--- src/rtl/lsw_pkg.sv ---
package lsw_pkg;

   typedef enum logic [0:0] {
      SEQ_IDLE = 1'b0,
      SEQ_RUN  = 1'b1
   } seq_state_e;

   function automatic int max_int(input int a, input int b);
      return (a > b) ? a : b;
   endfunction

endpackage

--- src/rtl/lsw_addr_gen.sv ---
module lsw_addr_gen #(
   parameter int AW    = 64,
   parameter int TOT_W = 7
) (
   input  logic             clk,
   input  logic             rst_n,
   input  logic             load,
   input  logic [AW-1:0]    ea,
   input  logic [TOT_W-1:0] total,
   output logic             mem_rd,
   output logic [AW-1:0]    mem_addr,
   output logic             byte_vld
);

   logic [AW-1:0]    addr_q;
   logic [TOT_W-1:0] left_q;
   logic             vld_q;

   assign mem_rd   = (left_q != '0);
   assign mem_addr = addr_q;
   assign byte_vld = vld_q;

   always_ff @(posedge clk) begin
      if (!rst_n) begin
         addr_q <= '0;
         left_q <= '0;
         vld_q  <= 1'b0;
      end else begin
         vld_q <= mem_rd;
         if (load) begin
            addr_q <= ea;
            left_q <= total;
         end else if (mem_rd) begin
            addr_q <= addr_q + AW'(1);
            left_q <= left_q - TOT_W'(1);
         end
      end
   end

endmodule

--- src/rtl/lsw_packer.sv ---
module lsw_packer #(
   parameter int WORD_W = 32,
   parameter int TOT_W  = 7
) (
   input  logic              clk,
   input  logic              rst_n,
   input  logic              load,
   input  logic [TOT_W-1:0]  total,
   input  logic              byte_vld,
   input  logic [7:0]        byte_in,
   output logic              emit,
   output logic [WORD_W-1:0] emit_word,
   output logic              emit_last
);

   localparam int WB    = WORD_W / 8;
   localparam int POS_W = (WB > 1) ? $clog2(WB) : 1;

   logic [WORD_W-1:0] word_q;
   logic [WORD_W-1:0] word_nx;
   logic [POS_W-1:0]  pos_q;
   logic [TOT_W-1:0]  got_q;
   logic [TOT_W-1:0]  got_nx;
   logic [TOT_W-1:0]  tot_q;
   logic              emit_q;
   logic              last_q;
   logic [WORD_W-1:0] eword_q;
   logic              fin;
   logic              full;

   always_comb begin
      word_nx = word_q;
      for (int b = 0; b < WB; b++) begin
         if (pos_q == POS_W'(b)) begin
            word_nx[WORD_W-1-8*b -: 8] = byte_in;
         end
      end
   end

   assign got_nx = got_q + TOT_W'(1);
   assign fin    = (got_nx == tot_q);
   assign full   = (pos_q == POS_W'(WB-1));

   assign emit      = emit_q;
   assign emit_word = eword_q;
   assign emit_last = last_q;

   always_ff @(posedge clk) begin
      if (!rst_n) begin
         word_q  <= '0;
         pos_q   <= '0;
         got_q   <= '0;
         tot_q   <= '0;
         emit_q  <= 1'b0;
         last_q  <= 1'b0;
         eword_q <= '0;
      end else begin
         emit_q <= 1'b0;
         last_q <= 1'b0;
         if (load) begin
            word_q <= '0;
            pos_q  <= '0;
            got_q  <= '0;
            tot_q  <= total;
         end else if (byte_vld) begin
            got_q <= got_nx;
            if (full || fin) begin
               emit_q  <= 1'b1;
               last_q  <= fin;
               eword_q <= word_nx;
               word_q  <= '0;
               pos_q   <= '0;
            end else begin
               word_q <= word_nx;
               pos_q  <= pos_q + POS_W'(1);
            end
         end
      end
   end

endmodule

--- src/rtl/lsw_dest_seq.sv ---
module lsw_dest_seq #(
   parameter int XLEN   = 64,
   parameter int WORD_W = 32,
   parameter int RIDX_W = 5
) (
   input  logic              clk,
   input  logic              rst_n,
   input  logic              load,
   input  logic [RIDX_W-1:0] rt,
   input  logic [RIDX_W-1:0] ra,
   input  logic [RIDX_W-1:0] rb,
   input  logic              indexed,
   input  logic              emit,
   input  logic [WORD_W-1:0] word,
   output logic              wr_en,
   output logic [RIDX_W-1:0] wr_idx,
   output logic [XLEN-1:0]   wr_data
);

   logic [RIDX_W-1:0] cur_q;
   logic [RIDX_W-1:0] ra_q;
   logic [RIDX_W-1:0] rb_q;
   logic              ix_q;
   logic              guard;

   assign guard  = ((ra_q != '0) && (cur_q == ra_q)) || (ix_q && (cur_q == rb_q));
   assign wr_en  = emit && !guard;
   assign wr_idx = cur_q;

   if (XLEN > WORD_W) begin : g_pad
      assign wr_data = {{(XLEN-WORD_W){1'b0}}, word};
   end else begin : g_flat
      assign wr_data = word;
   end

   always_ff @(posedge clk) begin
      if (!rst_n) begin
         cur_q <= '0;
         ra_q  <= '0;
         rb_q  <= '0;
         ix_q  <= 1'b0;
      end else if (load) begin
         cur_q <= rt;
         ra_q  <= ra;
         rb_q  <= rb;
         ix_q  <= indexed;
      end else if (emit) begin
         cur_q <= cur_q + RIDX_W'(1);
      end
   end

endmodule

--- src/rtl/strload_seq.sv ---
module strload_seq
   import lsw_pkg::*;
#(
   parameter int XLEN   = 64,
   parameter int AW     = 64,
   parameter int RIDX_W = 5,
   parameter int NB_W   = 5,
   parameter int CNT_W  = 7,
   parameter int WORD_W = 32
) (
   input  logic              clk,
   input  logic              rst_n,
   input  logic              start,
   input  logic              form_idx,
   input  logic              little_end,
   input  logic [RIDX_W-1:0] rt_idx,
   input  logic [RIDX_W-1:0] ra_idx,
   input  logic [RIDX_W-1:0] rb_idx,
   input  logic [AW-1:0]     base_val,
   input  logic [AW-1:0]     index_val,
   input  logic [NB_W-1:0]   imm_nb,
   input  logic [CNT_W-1:0]  cnt_reg,
   output logic              mem_rd,
   output logic [AW-1:0]     mem_addr,
   input  logic [7:0]        mem_rdata,
   output logic              wr_en,
   output logic [RIDX_W-1:0] wr_idx,
   output logic [XLEN-1:0]   wr_data,
   output logic              busy,
   output logic              done,
   output logic              align_exc
);

   localparam int TOT_W = max_int(CNT_W, NB_W + 1);

   if (WORD_W % 8 != 0) begin : g_bad_word
      $error("WORD_W must be a whole number of bytes");
   end
   if (WORD_W < 16) begin : g_small_word
      $error("WORD_W must hold at least two bytes");
   end
   if (XLEN < WORD_W) begin : g_bad_xlen
      $error("XLEN must be at least WORD_W");
   end

   seq_state_e        state_q;
   logic              accept;
   logic              go;
   logic              zero_cnt;
   logic              run_load;
   logic              zdone_q;
   logic              aexc_q;
   logic [TOT_W-1:0]  count_sel;
   logic [AW-1:0]     base_eff;
   logic [AW-1:0]     ea;
   logic              byte_vld;
   logic              pk_emit;
   logic              pk_last;
   logic [WORD_W-1:0] pk_word;

   always_comb begin
      if (form_idx) begin
         count_sel = TOT_W'(cnt_reg);
      end else if (imm_nb == '0) begin
         count_sel = TOT_W'(2**NB_W);
      end else begin
         count_sel = TOT_W'(imm_nb);
      end
   end

   assign base_eff = (ra_idx == '0) ? '0 : base_val;
   assign ea       = index_val + base_eff;

   assign busy     = (state_q == SEQ_RUN);
   assign accept   = start && !busy;
   assign go       = accept && !little_end;
   assign zero_cnt = (count_sel == '0);
   assign run_load = go && !zero_cnt;

   assign done      = zdone_q || (pk_emit && pk_last);
   assign align_exc = aexc_q;

   always_ff @(posedge clk) begin
      if (!rst_n) begin
         state_q <= SEQ_IDLE;
         zdone_q <= 1'b0;
         aexc_q  <= 1'b0;
      end else begin
         zdone_q <= go && zero_cnt;
         aexc_q  <= accept && little_end;
         case (state_q)
            SEQ_IDLE: if (go)   state_q <= SEQ_RUN;
            SEQ_RUN:  if (done) state_q <= SEQ_IDLE;
            default:            state_q <= SEQ_IDLE;
         endcase
      end
   end

   lsw_addr_gen #(
      .AW    (AW),
      .TOT_W (TOT_W)
   ) u_addr (
      .clk      (clk),
      .rst_n    (rst_n),
      .load     (run_load),
      .ea       (ea),
      .total    (count_sel),
      .mem_rd   (mem_rd),
      .mem_addr (mem_addr),
      .byte_vld (byte_vld)
   );

   lsw_packer #(
      .WORD_W (WORD_W),
      .TOT_W  (TOT_W)
   ) u_pack (
      .clk       (clk),
      .rst_n     (rst_n),
      .load      (run_load),
      .total     (count_sel),
      .byte_vld  (byte_vld),
      .byte_in   (mem_rdata),
      .emit      (pk_emit),
      .emit_word (pk_word),
      .emit_last (pk_last)
   );

   lsw_dest_seq #(
      .XLEN   (XLEN),
      .WORD_W (WORD_W),
      .RIDX_W (RIDX_W)
   ) u_dest (
      .clk     (clk),
      .rst_n   (rst_n),
      .load    (go),
      .rt      (rt_idx),
      .ra      (ra_idx),
      .rb      (rb_idx),
      .indexed (form_idx),
      .emit    (pk_emit),
      .word    (pk_word),
      .wr_en   (wr_en),
      .wr_idx  (wr_idx),
      .wr_data (wr_data)
   );

endmodule

--- config.mk ---
export PLATFORM = sky130hd
export DESIGN_NAME = strload_seq
export DESIGN_NICKNAME = d
export VERILOG_FILES = /design/src/rtl/lsw_pkg.sv /design/src/rtl/lsw_addr_gen.sv /design/src/rtl/lsw_packer.sv /design/src/rtl/lsw_dest_seq.sv /design/src/rtl/strload_seq.sv
export SDC_FILE = /design/constraint.sdc
export NUM_CORES = 1
export LEC_CHECK = 0
export BUFFER_PORTS_ARGS = -buffer_cell sky130_fd_sc_hd__buf_2
export CAP_MARGIN = 20
export CORE_MARGIN = 10
export CORE_UTILIZATION = 55
export DETAILED_ROUTE_END_ITERATION = 16
export PLACE_DENSITY_LB_ADDON = 0.05
export SYNTH_ARGS = -nofsm -noshare
export SYNTH_HDL_FRONTEND = slang
export SYNTH_SLANG_ARGS = --single-unit
--- constraint.sdc ---
create_clock -name clk -period 8.6 [get_ports clk]
set_clock_uncertainty 0.1 [all_clocks]
set_input_delay 1.72 -clock clk [delete_from_list [all_inputs] [get_ports clk]]
set_output_delay 1.72 -clock clk [all_outputs]
set_load 0.01 [all_outputs]
Word level (Yosys, flattened, before mapping). Index checks and enable logic that the tools add are counted.

Input bits: 168. Bits in registers: 173.

Bitwise logic cells: 5. Equality and inequality tests: 6. Add/subtract/negate cells: 6. Reduce and logical (&&, ||, !) cells: 28. Muxes and demuxes: 19.

Operators with widths (number): 64-bit 2-to-1 mux (3); 64-bit by 1-bit adder with 64-bit output, second input constant (1); 64-bit adder (1); 32-bit 2-to-1 mux (1); 8-bit 2-to-1 mux (4); 7-bit 2-to-1 mux (3); 5-bit == test (2); 5-bit logical NOT (2); 5-bit 2-to-1 mux (2); 1-bit logical AND (9); 7-bit by 1-bit adder with 7-bit output, second input constant (1); 7-bit == test (1); 7-bit logical NOT (1); 7-bit nonzero test (1); 7-bit by 1-bit subtractor with 7-bit output, second input constant (1); 6-bit 2-to-1 mux (1); 5-bit by 1-bit adder with 5-bit output, second input constant (1); 1-bit NOT (5); 5-bit nonzero test (1); 2-bit == test, second input constant (2); 1-bit logical NOT (4); 2-bit nonzero test (2); 4-bit OR reduction (1); 1-bit logical OR (3); other kinds (9) (11).

Logic depth before layout (Yosys ltp).
Depth in word-level cells: 8. Mapped depth: 15. Mapped depth without buffers: 14.

Hierarchy. From an unflattened synthesis, not the netlist that was laid out.

Cell total of the unflattened synthesis: 1758. Area total of the unflattened synthesis: 13839.5 um^2.

By module, submodules not included: strload_seq (area each 4490.6 um^2, seq. area each 60.1 um^2, cells an instance 663, instances 1); lsw_addr_gen (area each 4459.3 um^2, seq. area each 1441.4 um^2, cells an instance 589, instances 1); lsw_packer (area each 3603.5 um^2, seq. area each 1641.6 um^2, cells an instance 360, instances 1); lsw_dest_seq (area each 1286.2 um^2, seq. area each 320.3 um^2, cells an instance 146, instances 1).

Worst setup path before layout. No wires, ideal clock.

Path type: input to register. From: input port ra_idx[0]. To: register u_addr.addr_q[52] (netlist: u_addr.mem_addr[52]). Library setup time: 0.117 ns. Path slack: 2.993 ns. Buffers on the path: 1. Arrival: 5.389 ns. Stages on the path: 14. Cells stage by stage: or4_1 nor2_1 clkbuf_1 nor2b_1 ha_1 a21o_2 a221oi_2 o211a_1 o21ai_1 a311oi_1 o21a_1 a2111oi_0 or3_1 a32o_1.

Longest elaborated chain between the ends: 4.

Ends and longest elaborated chain: start: declaration (RTL line strload_seq.sv:17) `input logic [RIDX_W-1:0] ra_idx,`; 5-bit logical NOT (RTL line strload_seq.sv:71) `assign base_eff = (ra_idx == '0) ? '0 : base_val;`; 64-bit 2-to-1 mux (RTL line strload_seq.sv:71); 64-bit adder (RTL line strload_seq.sv:72) `assign ea = index_val + base_eff;`; 64-bit 2-to-1 mux (RTL line lsw_addr_gen.sv:30) `if (load) begin`; end signal: assignment (RTL line lsw_addr_gen.sv:34) `addr_q <= addr_q + AW'(1);`; end: declaration (RTL line lsw_addr_gen.sv:15) `logic [AW-1:0] addr_q;`.

Every way passes these cells. A chain may end at the register's enable or synchronous reset.

Final worst setup path. Ends and elaborated chain as after synthesis.

==> flow_summary.toml <==
[route]
drcViolationCount = 0
wl_per_cell_um = 17.8
avgViaCountPerCell = 5.84
vias = 12275
drt-initial-drc-count = 845
dr.pass1.iters = 5
antenna_left = 0
wirelength_mm = 37.4

[cts]
cts_root_buf = "clkbuf_16"
clockBufferDepth = 2
tritoncts = "done"
cts_resized = 0
hold_buffers = 0
cts_made_buffers = 17
path_clk_slew_ns = 0.07
cts_max_level = 4
post-cts-setup-buffer-count = 0
clk_latency_ns = 0.44
clock_sinks = 173

[placement]
io_buffers = 273
placed_area_mm2 = 0.0139
place.gp.congestion = 0.913
dp.cells = 2069
hpwl_mm = 29.1
pre_cts_ws_ns = 2.03

[cells_and_area]
diodes = 0
mostFrequentLayoutCell = "buf_2"
design_area_mm2 = 0.0145
area_growth_syn_to_layout_pct = 14.9
stdcell_count = 2101
fin_nets = 2043
layout.cells.most_common_list = "273 x buf_2, 177 x nor2_1, 173 x dfxtp_1"
drive_above_1_share_pct = 19.3

[run_status]
status = "complete, no violations"

[floorplan]
start_util_pct = 55.8
die_w_um = 171
ios = 306
dieHeight_um = 171
core_area_mm2 = 0.0226
rows = 55
dieArea_mm2 = 0.0294

[flow_run]
maxCapViolations = 0

[setup_path]
arrival_ns = 6.38
worstPathMaxFanout = 63
reg2reg_depth = 10
cp.required_ns = 8.83
cpPeakStageDelay_ns = 0.59
worstPathCellList = "buf_2 -> or4_1 -> nor2_4 -> buf_4 -> nor2b_1 -> ha_1 -> fa_1 -> a21o_1 -> a221oi_2 -> o211a_1 -> o21ai_1 -> a311oi_1 -> o21a_1 -> a2111oi_0 -> or3_1 -> a32o_1"
r2r_slack_ns = 5.09
r2r_end = "u_addr.mem_addr[38]"
critPathKind = "in2reg"
critPathTopFamily = "compound AO/OA/AOI/OAI gates"
crit_slowest_cell = "a311oi_1"
worst-path-buf-inv = 2
cp.depth = 16
r2r_start = "u_addr.left_q[0]"
worstSetupStartpointType = "input pin"
critPathCaptureType = "flop"

[min_path]
hp-class = "reg2reg"
holdPathEnd = "u_pack.word_q[14]"
min_path_cells = 2
hp-start = "u_pack.word_q[14]"

[yosys]
ys_async_sr_fraction_pct = 0
ys_seq_area_share_pct = 27.5
ys.flop_type = "dfxtp_1"
synth-seq-cells = 173
yosysWarningCount = 0
synthCells = 1600
synth_cell_type_count = 84
avgSynthCellArea_um2 = 7.88
synth_area_mm2 = 0.0126
synth_edf_count = 0

[sta]
tns_ns = 0
tightest_slew_ns = 0.954
drv_slew = 0
fin_crit_ns = 6.15
rsz0062_at_grt = "no"
max-slew-margin-rel_pct = 35.7
max_freq_mhz = 163
hold_viol_final = 0
setup-violations-final = 0
setup_slack_ns = 2.45
period_share_pct = 71.5

[global_route]
grt_max_degree = 65
grt_usage_pct = 24.6
antenna_found_initial = 0
grt_first_pass_wirelength_mm = 59.5
grt_pass1_vias = 11885
grt_overflow = 0

[pwr]
leakage_nw = 6.38
pwr-share-seq_pct = 37.4
finalPower_mw = 2.62
p_clk_share_pct = 28.1
p_sw_share_pct = 37.4
vdd_drop_max_uv = 142
p_switching_uw = 979
p_int_mw = 1.64
pwr-share-comb_pct = 34.5
power_density_mw_per_mm2 = 181
worst reg2reg max path, delay by kind of cell, from the launching register on:
kind / cells / cell delay, ns
adders and majority gates: 1 / 0.24
DFF: 1 / 0.41
and+or+nand+nor: 6 / 2.34
xor gates and xnor gates: 1 / 0.16
buffers and inverters: 1 / 0.06
AOI/OAI and AO/OA: 1 / 0.08
synthesized netlist by cell type (9+ instances only):
cell type | number | area [um^2]
a211oi_1 | 80 | 601
a21o_1 | 49 | 368
a21oi_1 | 108 | 541
a22oi_1 | 23 | 173
and3_1 | 22 | 138
and4_1 | 11 | 96.3
buf_1 | 10 | 37.5
buf_2 | 11 | 55.1
buf_4 | 32 | 240
clkbuf_1 | 76 | 285
dfxtp_1 | 173 | 3460
ha_1 | 71 | 888
inv_1 | 29 | 109
mux2i_1 | 41 | 410
nand2_1 | 135 | 507
nand2b_1 | 9 | 56.3
nand3_1 | 41 | 205
nand4_1 | 47 | 294
nor2_1 | 179 | 672
nor2b_1 | 68 | 425
nor3_1 | 21 | 105
o21ai_0 | 47 | 235
o21bai_1 | 11 | 82.6
or3_1 | 10 | 62.6
xnor2_1 | 72 | 631
xor2_1 | 74 | 648
flip-flops by register name, indices dropped and copies added, names as in the netlist, 2 cells and up:
| name | cells |
|---|---|
| u_pack.word_q | 32 |
| u_dest.rb_q | 5 |
| u_pack.tot_q | 7 |
| u_dest.wr_idx | 5 |
| u_pack.pos_q | 2 |
| u_pack.emit_word | 32 |
| u_pack.got_q | 7 |
| u_dest.ra_q | 5 |
| u_addr.left_q | 7 |
| u_addr.mem_addr | 64 |
per-stage QoR:
stage          utilization [%]  hold slack, ns
6_report                  64.2           0.354
5_1_grt                   64.2           0.372
4_1_cts                   64.2           0.355
3_5_place_dp              61.7           0.345
3_3_place_gp              61.7           0.338
2_1_floorplan                -           0.331
per-layer routing:
| layer | vias up | GRT usage [%] | wire, um |
|---|---|---|---|
| met5 | - | 0 | 0 |
| met2 | 419 | 40.6 | 17200 |
| li1 | 6099 | - | - |
| met3 | 53 | 5.62 | 2820 |
| met4 | 0 | 7.18 | 787 |
| met1 | 5704 | 31.4 | 16600 |
worst max-delay path by stage:
stage,start,end
after global routing,ra_idx[0],u_addr.mem_addr[52]
after floorplan,ra_idx[0],u_addr.mem_addr[52]
final,ra_idx[0],u_addr.mem_addr[52]
after global placement,ra_idx[0],u_addr.mem_addr[52]
after CTS,ra_idx[0],u_addr.mem_addr[52]
after detailed placement,ra_idx[0],u_addr.mem_addr[52]
cell families (layout without fill, tap and decap cells):
kind of cell / count (synthesis) / in the layout / share of synthesized area (%)
other cells: 1 / 32 / 0.0297
mux: 43 / 43 / 3.43
simple gates: 592 / 592 / 23.3
flops: 173 / 173 / 27.5
compound gates: 414 / 414 / 22.6
buf+inv: 159 / 344 / 5.80
xor+xnor: 146 / 146 / 10.1
fa+ha+maj: 72 / 72 / 7.21
power by group through the flow:
| stage | Sequential, mW | Combinational [mW] | Clock (mW) |
|---|---|---|---|
| 6_report | 0.981 | 0.903 | 0.736 |
| 5_1_grt | 0.996 | 1.00 | 0.778 |
| 4_1_cts | 0.980 | 0.901 | 0.742 |
| 3_5_place_dp | 0.998 | 0.894 | 0 |
| 3_3_place_gp | 0.994 | 0.883 | 0 |
| 2_1_floorplan | 0.994 | 0.639 | 0 |
layout make-up:
cell class,count,area (um^2)
clock buffers,18,429
clock inverters,14,126
fillers,2109,8090
inverters,30,113
multi-input cells,1299,8560
flip-flops and latches,173,3460
well taps,285,357
repair buffers,282,1440
Note: power is estimated with default switching activity, not from simulation.
